==> config.mk <==
export PLATFORM = sky130hd
export DESIGN_NAME = cfg_src_arbiter
export DESIGN_NICKNAME = d
export VERILOG_FILES = /design/src/rtl/cfgarb_pkg.sv /design/src/rtl/cfgarb_lock.sv /design/src/rtl/cfgarb_pick.sv /design/src/rtl/cfg_src_arbiter.sv
export SDC_FILE = /design/constraint.sdc
export NUM_CORES = 1
export LEC_CHECK = 0
export BUFFER_PORTS_ARGS = -buffer_cell sky130_fd_sc_hd__buf_2
export CORE_AREA = 2 2 39 41
export CTS_CLUSTER_DIAMETER = 50
export DETAILED_ROUTE_END_ITERATION = 10
export DIE_AREA = 0 0 41 43
export PLACE_DENSITY_LB_ADDON = 0.1
export SYNTH_ARGS = -nofsm -noshare
export SYNTH_HDL_FRONTEND = slang
export SYNTH_SLANG_ARGS = --single-unit
export TNS_END_PERCENT = 30
==> constraint.sdc <==
create_clock -name clk -period 0.95 [get_ports clk]
set_input_delay 0.19 -clock clk [delete_from_list [all_inputs] [get_ports clk]]
set_output_delay 0.19 -clock clk [all_outputs]
set_load 0.01 [all_outputs]
==> src/rtl/cfgarb_pkg.sv <==
package cfgarb_pkg;
    localparam int NSRC = 4;                 // strap, bus, scan, prog
    localparam int GW   = NSRC + 1;          // grant width including "none"
    localparam int OWB  = $clog2(NSRC + 1);

    typedef enum logic [OWB-1:0] {
        OWN_NONE  = 3'd0,
        OWN_STRAP = 3'd1,
        OWN_BUS   = 3'd2,
        OWN_SCAN  = 3'd3,
        OWN_PROG  = 3'd4
    } owner_e;

    // request vector index = owner code - 1
    localparam int IDX_STRAP = 0;
    localparam int IDX_BUS   = 1;
    localparam int IDX_SCAN  = 2;
    localparam int IDX_PROG  = 3;

    typedef struct packed {
        logic locked;
        logic toggle_seen;
        logic prog_q;
    } lock_st_t;

    function automatic logic [GW-1:0] owner_onehot(input owner_e o);
        logic [GW-1:0] v;
        v = '0;
        v[o] = 1'b1;
        return v;
    endfunction
endpackage

==> src/rtl/cfgarb_lock.sv <==
module cfgarb_lock
    import cfgarb_pkg::*;
(
    input  logic clk,
    input  logic rst,
    input  logic prog_req,
    input  logic bus_done,
    input  logic bus_owned,
    input  logic dev_reset,
    output logic locked
);
    lock_st_t st_q, st_d;
    logic     prog_fall;

    assign prog_fall = st_q.prog_q && !prog_req;

    always_comb begin
        st_d        = st_q;
        st_d.prog_q = prog_req;
        if (bus_done && bus_owned) begin
            st_d.locked      = 1'b1;
            st_d.toggle_seen = 1'b0;
        end else if (st_q.locked) begin
            if (dev_reset && st_q.toggle_seen) begin
                st_d.locked      = 1'b0;
                st_d.toggle_seen = 1'b0;
            end else if (prog_fall) begin
                st_d.toggle_seen = 1'b1;
            end
        end
    end

    always_ff @(posedge clk) begin
        if (rst) st_q <= '0;
        else     st_q <= st_d;
    end

    assign locked = st_q.locked;

    // a completed bus load locks on the next cycle
    a_r8_lock_sets: assert property (@(posedge clk) disable iff (rst)
        (bus_done && bus_owned) |=> locked);
    // without a reset request the lock persists
    a_r10_lock_holds: assert property (@(posedge clk) disable iff (rst)
        (locked && !dev_reset) |=> locked);
endmodule

==> src/rtl/cfgarb_pick.sv <==
module cfgarb_pick
    import cfgarb_pkg::*;
#(
    parameter int N = NSRC
) (
    input  logic [N-1:0] req,
    input  logic [N-1:0] enable,
    output owner_e       winner
);
    logic [N-1:0] live;
    assign live = req & enable;

    // ascending scan: last (highest index) live source wins
    always_comb begin
        winner = OWN_NONE;
        for (int i = 0; i < N; i++) begin
            if (live[i]) winner = owner_e'(i + 1);
        end
    end
endmodule

==> src/rtl/cfg_src_arbiter.sv <==
module cfg_src_arbiter
    import cfgarb_pkg::*;
(
    input  logic          clk,
    input  logic          rst,
    input  logic          prog_req,
    input  logic          scan_req,
    input  logic          bus_req,
    input  logic          strap_req,
    input  logic          bus_done,
    input  logic          dev_reset,
    output logic [GW-1:0] grant_o,
    output logic [NSRC-1:0] abort_o
);
    logic [NSRC-1:0] req_v, en_v, abort_d;
    owner_e          owner_q, nxt;
    logic            locked;

    assign req_v[IDX_STRAP] = strap_req;
    assign req_v[IDX_BUS]   = bus_req;
    assign req_v[IDX_SCAN]  = scan_req;
    assign req_v[IDX_PROG]  = prog_req;

    generate
        for (genvar s = 0; s < NSRC; s++) begin : g_src
            if (s == IDX_SCAN) begin : g_free
                assign en_v[s] = 1'b1;
            end else begin : g_lockable
                assign en_v[s] = !locked;
            end
            assign abort_d[s] = (owner_q == owner_e'(s + 1)) &&
                                (nxt > owner_e'(s + 1));
            // an abort never coincides with the grant it reports as lost
            a_r7_abort_lost: assert property (@(posedge clk) disable iff (rst)
                abort_o[s] |-> !grant_o[s+1]);
        end
    endgenerate

    cfgarb_pick #(.N(NSRC)) u_pick (
        .req    (req_v),
        .enable (en_v),
        .winner (nxt)
    );

    cfgarb_lock u_lock (
        .clk       (clk),
        .rst       (rst),
        .prog_req  (prog_req),
        .bus_done  (bus_done),
        .bus_owned (owner_q == OWN_BUS),
        .dev_reset (dev_reset),
        .locked    (locked)
    );

    always_ff @(posedge clk) begin
        if (rst) begin
            owner_q <= OWN_NONE;
            abort_o <= '0;
        end else begin
            owner_q <= nxt;
            abort_o <= abort_d;
        end
    end

    assign grant_o = owner_onehot(owner_q);

    // exactly one owner code
    a_r2_grant_onehot: assert property (@(posedge clk) disable iff (rst)
        $countones(grant_o) == 1);
    // at most one source aborted at a time
    a_r7_abort_single: assert property (@(posedge clk) disable iff (rst)
        $onehot0(abort_o));
    // an unlocked program request owns the next cycle
    a_r3_prog_first: assert property (@(posedge clk) disable iff (rst)
        (prog_req && !locked) |=> grant_o[4]);
    // a settled lock leaves only scan or none
    a_r9_locked_scan_only: assert property (@(posedge clk) disable iff (rst)
        (locked && $past(locked)) |-> !(grant_o[1] || grant_o[2] || grant_o[4]));
endmodule

After elaboration in Yosys (flattened, before gate mapping)
Cells that the tools add are included.
{"block": "totals", "regBits": 10, "latchBits": 0, "ram_bits": 0, "rom_bits": 0, "inputBits": 8, "output_inout_bits": 9, "word_cells": 40, "memories": 0}
{"block": "classes", "addsub": 0, "multipliers": 0, "n_div": 0, "n_lt_le_gt_ge": 6, "eq_ne": 4, "shift": 0, "n_mux": 11, "bitwise_logic": 1, "n_reduce_logical": 13}
{"cell": "$logic_and A1 B1 Y1", "count": 8}
{"cell": "$mux W2", "count": 4}
{"cell": "$eq A3 B2 Y1 const B", "count": 2}
{"cell": "$gt A3 B2 Y1 const B", "count": 2}
{"cell": "$mux W1", "count": 5}
{"cell": "$and A4 B4 Y4", "count": 1}
{"cell": "$lt A3 B4 Y1 const B", "count": 1}
{"cell": "$demux W1 S3", "count": 1}
{"cell": "$eq A3 B1 Y1 const B", "count": 1}
{"cell": "$eq A3 B3 Y1 const B", "count": 1}
{"cell": "$ge A3 B1 Y1 const B", "count": 1}
{"cell": "$gt A3 B1 Y1 const B", "count": 1}
{"cell": "$gt A3 B3 Y1 const B", "count": 1}
{"cell": "$mux W3", "count": 1}
{"cell": "$logic_not A1 Y1", "count": 2}
{"cell": "$reduce_and A2 Y1", "count": 1}
{"cell": "$reduce_bool A2 Y1", "count": 1}
{"cell": "$reduce_or A2 Y1", "count": 1}

Longest topological paths before layout
Gate-level depths: netlist of the first run.
{"block": "depth", "depth_word": 8, "depth_mapped": 2, "mapped_depth_nobuf": 2}

Modules after synthesis
A second synthesis of the first run with hierarchy kept.
{"block": "hier_totals", "hier_cells": 40, "area_unflattened_um2": 415.4}
{"mod": "cfg_src_arbiter", "n_inst": 1, "cells_each": 23, "area_per_inst_um2": 266.5, "seq_area_each_um2": 140.1}
{"mod": "cfgarb_lock", "n_inst": 1, "cells_each": 11, "area_per_inst_um2": 117.6, "seq_area_each_um2": 60.1}
{"mod": "cfgarb_pick", "n_inst": 1, "cells_each": 6, "area_per_inst_um2": 31.3, "seq_area_each_um2": 0.0}

Worst setup path before layout of the first run
OpenSTA, ideal clock, no wires.
{"block": "synth_path", "kind": "reg-to-reg", "start": "register owner_q[0]", "end": "register abort_o[0]", "setup_time_ns": 0.059, "arrival_time_ns": 0.949, "required_time_ns": 0.891, "setup_slack_ns": -0.058, "stages_incl_launch_ff": 3, "n_path_buf": 0, "synth_period_minus_slack_ns": 1.008, "path_cell_list": "dfxtp_1 > nor3b_1 > o211a_1"}
{"block": "synth_between", "elab_chain_len": 2}
{"element": "start, declared", "line_no": "cfg_src_arbiter.sv:16", "text": "owner_e owner_q, nxt;"}
{"element": "start signal, assigned", "line_no": "cfg_src_arbiter.sv:60", "text": "owner_q <= nxt;"}
{"element": "$eq A3 B1 Y1", "line_no": "cfg_src_arbiter.sv:31", "text": "assign abort_d[s] = (owner_q == owner_e'(s + 1)) &&"}
{"element": "$logic_and A1 B1 Y1", "line_no": "cfg_src_arbiter.sv:31"}
{"element": "end signal, assigned", "line_no": "cfg_src_arbiter.sv:61", "text": "abort_o <= abort_d;"}
{"element": "end, declared", "line_no": "cfg_src_arbiter.sv:13", "text": "output logic [NSRC-1:0] abort_o"}
Every way passes these cells.
A chain may end at the register's enable or synchronous reset.

Worst setup path after layout of the first run
{"block": "layout_path", "start": "register owner_q[2]", "end": "output port grant_o[3]"}
{"block": "layout_between", "elab_chain_len": 4, "elab_cells_between_ends": 5, "cone_classes": "2 x order compare; 2 x mux; 1 x reduce/logical"}
{"element": "$lt A3 B4 Y1 (not written as such) / $ge A3 B1 Y1 (equally long branches)", "line_no": "cfgarb_pkg.sv:29", "text": "v[o] = 1'b1;"}
{"element": "$logic_and A1 B1 Y1 (not written as such)", "line_no": "cfgarb_pkg.sv:29"}
{"element": "$mux W1 (not written as such)", "line_no": "cfgarb_pkg.sv:29"}
{"element": "$demux W1 S3 (*)", "line_no": "cfgarb_pkg.sv:29"}
{"element": "end, declared", "line_no": "cfg_src_arbiter.sv:12", "text": "output logic [GW-1:0] grant_o,"}
Every way passes the cells marked *; elsewhere a longest branch is shown, timed or not.

==> run_results.csv, run 1 <==
group,metric,value,unit
floorplanning,die-width,41,µm
setup_path,crit_type,"flop to output port",
route,route.vias.total,349,
setup_path,crit_chain,"buf_6, and3b_1, buf_2",
outcome,status,"finished, violations left",
yosys,avg_cell_area_syn,11.1,µm²
yosys,synth_cells,36,
setup_path,worst-endpoint-arrival,1.06,ns
floorplanning,fp.dieH,43,µm
cells_and_area,antenna_cells,0,
sta,hold_viol,0,
clocking,cts-htree-levels,1,
route,wire_length_reported_by_the_detailed_router,909,µm
yosys,synth_top_cells_by_area,"sky130_fd_sc_hd__dfxtp_1, sky130_fd_sc_hd__nor3b_1, sky130_fd_sc_hd__o211a_1",
cells_and_area,post_layout_net_count,70,
setup_path,max_stage_delay,0.36,ns
yosys,synth_edf_count,0,
sta,rsz_0062_raised_after_global_routing,"true",
sta,timing.final.max_slew_violations,0,
yosys,yosys_most_used_dff,"sky130_fd_sc_hd__dfxtp_1",
place,estimated_wirelength_of_the_detail_placed_design,676,µm
place,last_weighted_congestion_value_of_the_routability_driven_placer,0.669,
sta,timing.final.crit_share,1.32,
yosys,yosysUniqueCellTypes,21,
clocking,cts_hold_repair.buffers,0,
place,numPortBuffers,16,
sta,report.final.setup_viol,7,
global_route,grt_first_pass_wirelength,1640,µm
setup_path,cp_slowest_cell,"sky130_fd_sc_hd__dfxtp_4",
clocking,cts-buffers-inserted,3,
sta,max_clock_freq,799,MHz
setup_path,crit_fanout,4,
yosys,synthDominantCellAreaShare,0.500,
route,dr.first_iter.drc_count,4,
yosys,ys_seq_elements,10,
min_path,min_path_type,"primary input to flop",
floorplanning,placementRows,14,
route,remaining_drc_errors,0,
route,wire_per_inst,12.0,µm
pwr,cellPowerDensity,1390,nW/µm²
route,route.detailed.vias_per_inst,4.59,
global_route,maximum_number_of_pins_on_one_net_before_global_route_repair,8,
global_route,overflow,0,
clocking,clock_buffer_depth,2,
floorplanning,ioPinCount,17,
outcome,violations_in_the_final_reports,"setup timing",
setup_path,timing.critical_path.to_type,"output port",
pwr,leakage,0.000304,µW
cells_and_area,syn_to_final_growth,53.4,%
setup_path,cp-start-kind,"flop",
run,max_cap_violations,0,
cells_and_area,drive_above_1_share,0.633,
floorplanning,floorplan.die_area,1760,µm²
clocking,cts.reportedPaths.clkPinSlew,0.06,ns
yosys,post-synth-top-count-cell,"sky130_fd_sc_hd__dfxtp_1",
floorplanning,initial_core_util,0.289,
pwr,irDropWorstVdd,0.000675,V
yosys,synth_async_sr_flop_share,0,
yosys,ys_top_cells_by_count,"sky130_fd_sc_hd__dfxtp_1, sky130_fd_sc_hd__nor3b_1, sky130_fd_sc_hd__inv_1",
yosys,synth-warning-count,0,
clocking,cts.root.buffer_cell,"sky130_fd_sc_hd__clkbuf_4",
yosys,syn_nets,44,
place,placed_cell_area,538,µm²
cells_and_area,finish.instance_area,614,µm²
setup_path,worstPathRequired,0.76,ns
route,drt_pass1_iterations,2,
sta,setup_ws,-0.302,ns
route,drtAntennaViolNets,0,
global_route,first_global_vias,397,
sta,post-route-min-period,1.25,ns
setup_path,cpLargestDelayFamily,"flip-flops",
sta,fin_worst_skew,0.000241,ns
clocking,cts_tree,"done",
clocking,clock_latency,0.25,ns
setup_path,path_buf_inv,2,
yosys,syn_area,400,µm²
cells_and_area,final_util,0.444,
global_route,grt_antenna_before_repair,0,
global_route,gr-usage-all-layers,0.144,
sta,fin_hold_ws,0.195,ns
floorplanning,core_region_area,1380,µm²
yosys,synth_area_leader_cell,"sky130_fd_sc_hd__dfxtp_1",
clocking,cts_num_sinks,10,
yosys,synth.yosys.seq_area_share,0.500,
kinds of logic after synthesis:
kind of cell | synth area share
AO/OA/AOI/OAI | 0.200
AND/OR/NAND/NOR | 0.263
buffers and inverters | 0.0281
flip-flops | 0.500
other | 0.00937
worst paths after layout:
kind / slack, ns / cells after the start / start / to
worst max-delay path: -0.30 / 3 / owner_q[2] / grant_o[3]
worst min-delay path: 0.20 / 2 / rst / owner_q[1]
worst max register to register: -0.06 / 2 / u_lock.locked / owner_q[0]
worst min register to register: 0.49 / 2 / u_lock.st_q[1] / u_lock.st_q[1]
placed cells by master (no fill, tap or decap), types with 2 or more instances in the layout:
cell / n
sky130_fd_sc_hd__a211oi_2: 2
sky130_fd_sc_hd__buf_2: 16
sky130_fd_sc_hd__buf_4: 2
sky130_fd_sc_hd__buf_6: 3
sky130_fd_sc_hd__clkbuf_4: 3
sky130_fd_sc_hd__dfxtp_1: 6
sky130_fd_sc_hd__dfxtp_4: 3
sky130_fd_sc_hd__inv_1: 3
sky130_fd_sc_hd__nor3b_2: 4
sky130_fd_sc_hd__o211a_1: 2
repair_timing:
item / 4_1_cts / 5_1_grt
pin swaps: 5 / 2
setup endpoints to repair: 11 / 9
buffers inserted: 0 / 0
resized for setup: 9 / 7
endpoints found under the hold margin: 0 / 0
metrics by stage:
stage          TNS, ns  setup WS (ns)  total power [µW]  std cells
2_1_floorplan   -0.157        -0.0579               509         36
3_3_place_gp    -0.236        -0.0809               569         73
3_5_place_dp    -0.366         -0.127               573         73
4_1_cts          -1.40         -0.311               865         76
5_1_grt          -1.74         -0.351               918         76
6_report         -1.29         -0.302               856         76
routing by layer:
| metal | global-route usage | part of all wire | vias up |
|---|---|---|---|
| met5 | 0 | 0 | - |
| met4 | 0.0800 | 0 | 0 |
| met3 | 0.0785 | 0.056 | 0 |
| met2 | 0.219 | 0.54 | 10 |
| met1 | 0.150 | 0.40 | 161 |
| li1 | - | - | 178 |
flip-flops by register name, summed over array words and instances (netlist names):
| signal | cells |
|---|---|
| u_lock.locked | 1 |
| u_lock.st_q | 2 |
| abort_o | 4 |
| owner_q | 3 |
cell type report:
class                      count  area, µm²
sequential                    10        213
inverter                       3       11.3
tap                           16       20.0
fill                         154        769
timing repair buffer          21        129
clock buffer                   3       22.5
multi-input combinational     23        219
power by group:
group          internal [µW]  switching (µW)  total [µW]
Clock                    146             132         277
Sequential               434            16.3         450
Combinational           72.1            56.0         128
Total                    652             204         856
(Power assumes the default switching activity.)
==> run 2: changes to the inputs <==
--- a/config.mk
+++ b/config.mk
@@ -10,7 +10,6 @@
 export CTS_CLUSTER_DIAMETER = 50
 export DETAILED_ROUTE_END_ITERATION = 10
 export DIE_AREA = 0 0 41 43
-export PLACE_DENSITY_LB_ADDON = 0.1
 export SYNTH_ARGS = -nofsm -noshare
 export SYNTH_HDL_FRONTEND = slang
 export SYNTH_SLANG_ARGS = --single-unit
==> run_results.csv, run 2 (synthesis gave the netlist of run 1 again) <==
group,metric,value,unit
global_route,maximum_number_of_pins_on_one_net_before_global_route_repair,9,
sta,timing.final.crit_share,1.27,
cells_and_area,layout.cells.most_common_list,"sky130_fd_sc_hd__buf_2, sky130_fd_sc_hd__dfxtp_1, sky130_fd_sc_hd__dfxtp_4",
setup_path,worst_setup_path_startpoint,"owner_q[1]",
cells_and_area,ff_latch_area,215,µm²
clocking,clock_latency,0.26,ns
sta,report.final.setup_viol,8,
floorplanning,placementRows,14,
route,dr.first_iter.drc_count,1,
setup_path,crit_fanout,5,
setup_path,max_stage_delay,0.36,ns
min_path,min_path_type,"primary input to flop",
setup_path,crit_type,"flop to output port",
cells_and_area,mostFrequentLayoutCell,"sky130_fd_sc_hd__buf_2",
cells_and_area,final_util,0.457,
floorplanning,floorplan.die_area,1760,µm²
clocking,cts-buffers-inserted,3,
sta,max_clock_freq,826,MHz
cells_and_area,post_layout_net_count,70,
cells_and_area,fillCellCount,133,
setup_path,cp-start-kind,"flop",
cells_and_area,antenna_cells,0,
route,remaining_drc_errors,0,
sta,rsz_0062_raised_after_global_routing,"true",
setup_path,rr_worst_depth,2,
floorplanning,initial_core_util,0.289,
cells_and_area,drive_above_1_share,0.633,
global_route,grt_first_pass_wirelength,1340,µm
floorplanning,die-width,41,µm
route,route.detailed.vias_per_inst,4.68,
setup_path,crit_chain,"buf_6, nor3b_2, buf_2",
outcome,status,"finished, violations left",
cells_and_area,finalNonFillerCells,76,
setup_path,cp_slowest_cell,"sky130_fd_sc_hd__dfxtp_4",
pwr,leakage,0.000298,µW
setup_path,timing.critical_path.to_type,"output port",
setup_path,worst-endpoint-arrival,1.02,ns
setup_path,cpLargestDelayFamily,"flip-flops",
sta,fin_hold_ws,0.197,ns
setup_path,critical_path_depth_in_cells,3,
clocking,clock_buffer_depth,2,
sta,timing.final.max_slew_violations,0,
floorplanning,ioPinCount,17,
place,numPortBuffers,16,
pwr,design_power_total,865,µW
run,max_cap_violations,0,
sta,post-route-min-period,1.21,ns
place,dpl.cell_count,72,
global_route,gr-usage-all-layers,0.118,
clocking,cts_num_sinks,10,
cells_and_area,largestRegisters,"abort_o (4), owner_q (3), u_lock.st_q (2)",
setup_path,crit-reg2reg-capture,"owner_q[0]",
clocking,cts_tree,"done",
setup_path,critical_path.endpoint,"grant_o[4]",
route,route.vias.total,356,
route,wire_length_reported_by_the_detailed_router,894,µm
pwr,irDropWorstVdd,0.000592,V
setup_path,r2r_setup_slack,-0.08,ns
route,wire_per_inst,11.8,µm
floorplanning,fp.dieH,43,µm
clocking,cts.reportedPaths.clkPinSlew,0.07,ns
global_route,overflow,0,
setup_path,worstPathRequired,0.76,ns
place,pre_cts_slack,-0.0752,ns
setup_path,path_buf_inv,2,
outcome,violations_in_the_final_reports,"setup timing",
sta,hold_viol,0,
cells_and_area,syn_to_final_growth,57.8,%
global_route,first_global_vias,314,
clocking,cts-htree-levels,1,
place,estimated_wirelength_of_the_detail_placed_design,600,µm
sta,fin_worst_skew,0.00314,ns
sta,setup_ws,-0.261,ns
clocking,cts_hold_repair.buffers,0,
min_path,hold_path_startpoint,"rst",
cells_and_area,flip_flop_count_of_the_largest_register_all_copies_and_words_added,4,
clocking,cts.root.buffer_cell,"sky130_fd_sc_hd__clkbuf_4",
route,drtAntennaViolNets,0,
pwr,cellPowerDensity,1370,nW/µm²
cells_and_area,multi_input_comb_area,238,µm²
floorplanning,core_region_area,1380,µm²
setup_path,worst_r2r_startpoint,"u_lock.locked",
place,last_weighted_congestion_value_of_the_routability_driven_placer,0.756,
route,drt_pass1_iterations,2,
global_route,grt_antenna_before_repair,0,
cells_and_area,largest_register,"abort_o",
==> run 2: cell counts in the layout (fill, tap and decap cells not counted) <==
Identical to the previous run, type by type.
==> run 2: metal layers <==
metal	vias to the layer above	track usage	routed length [µm]
li1	180	-	-
met1	164	0.140	375
met4	0	0.100	7
met3	2	0.0366	67
met2	10	0.163	443
met5	-	0	0
==> run 2: final cells by class <==
| type | instances | area share |
|---|---|---|
| Timing Repair Buffer | 21 | 0.198 |
| Inverter | 3 | 0.0178 |
| Sequential cell | 10 | 0.341 |
| Multi-Input combinational cell | 23 | 0.376 |
| Clock buffer | 3 | 0.0356 |
| Tap cell | 16 | 0.0317 |
==> run 2: worst min path at each step <==
stage                            end  cells past startpoint
after floorplan           owner_q[0]                      1
after global placement    owner_q[0]                      2
after detailed placement  owner_q[0]                      2
after CTS                 owner_q[0]                      2
after global routing      owner_q[0]                      2
final                     owner_q[0]                      2
==> run 2: stage by stage <==
step,area (µm²),TNS [ns]
after floorplan,400,-0.157
after global placement,531,-0.277
after detailed placement,531,-0.242
after CTS,596,-1.36
after global routing,632,-1.74
final,632,-1.34
==> run 2: worst register-to-register path, cell delays in order, from the launching register on <==
cell	delay, ns
sky130_fd_sc_hd__dfxtp_4	0.36
sky130_fd_sc_hd__or3b_1	0.38
sky130_fd_sc_hd__a211oi_2	0.21
==> run 2: power by group <==
group	internal [µW]	switching (µW)	total [µW]
combinational	72.6	55.0	128
clock	146	140	286
sequential	432	18.8	451
==> run 2: what timing repair did <==
| action | in CTS | in global routing |
|---|---|---|
| pin swaps | 1 | 4 |
| endpoints found under the setup margin | 11 | 11 |
| setup buffers | 1 | 0 |
| gates resized for setup | 11 | 7 |
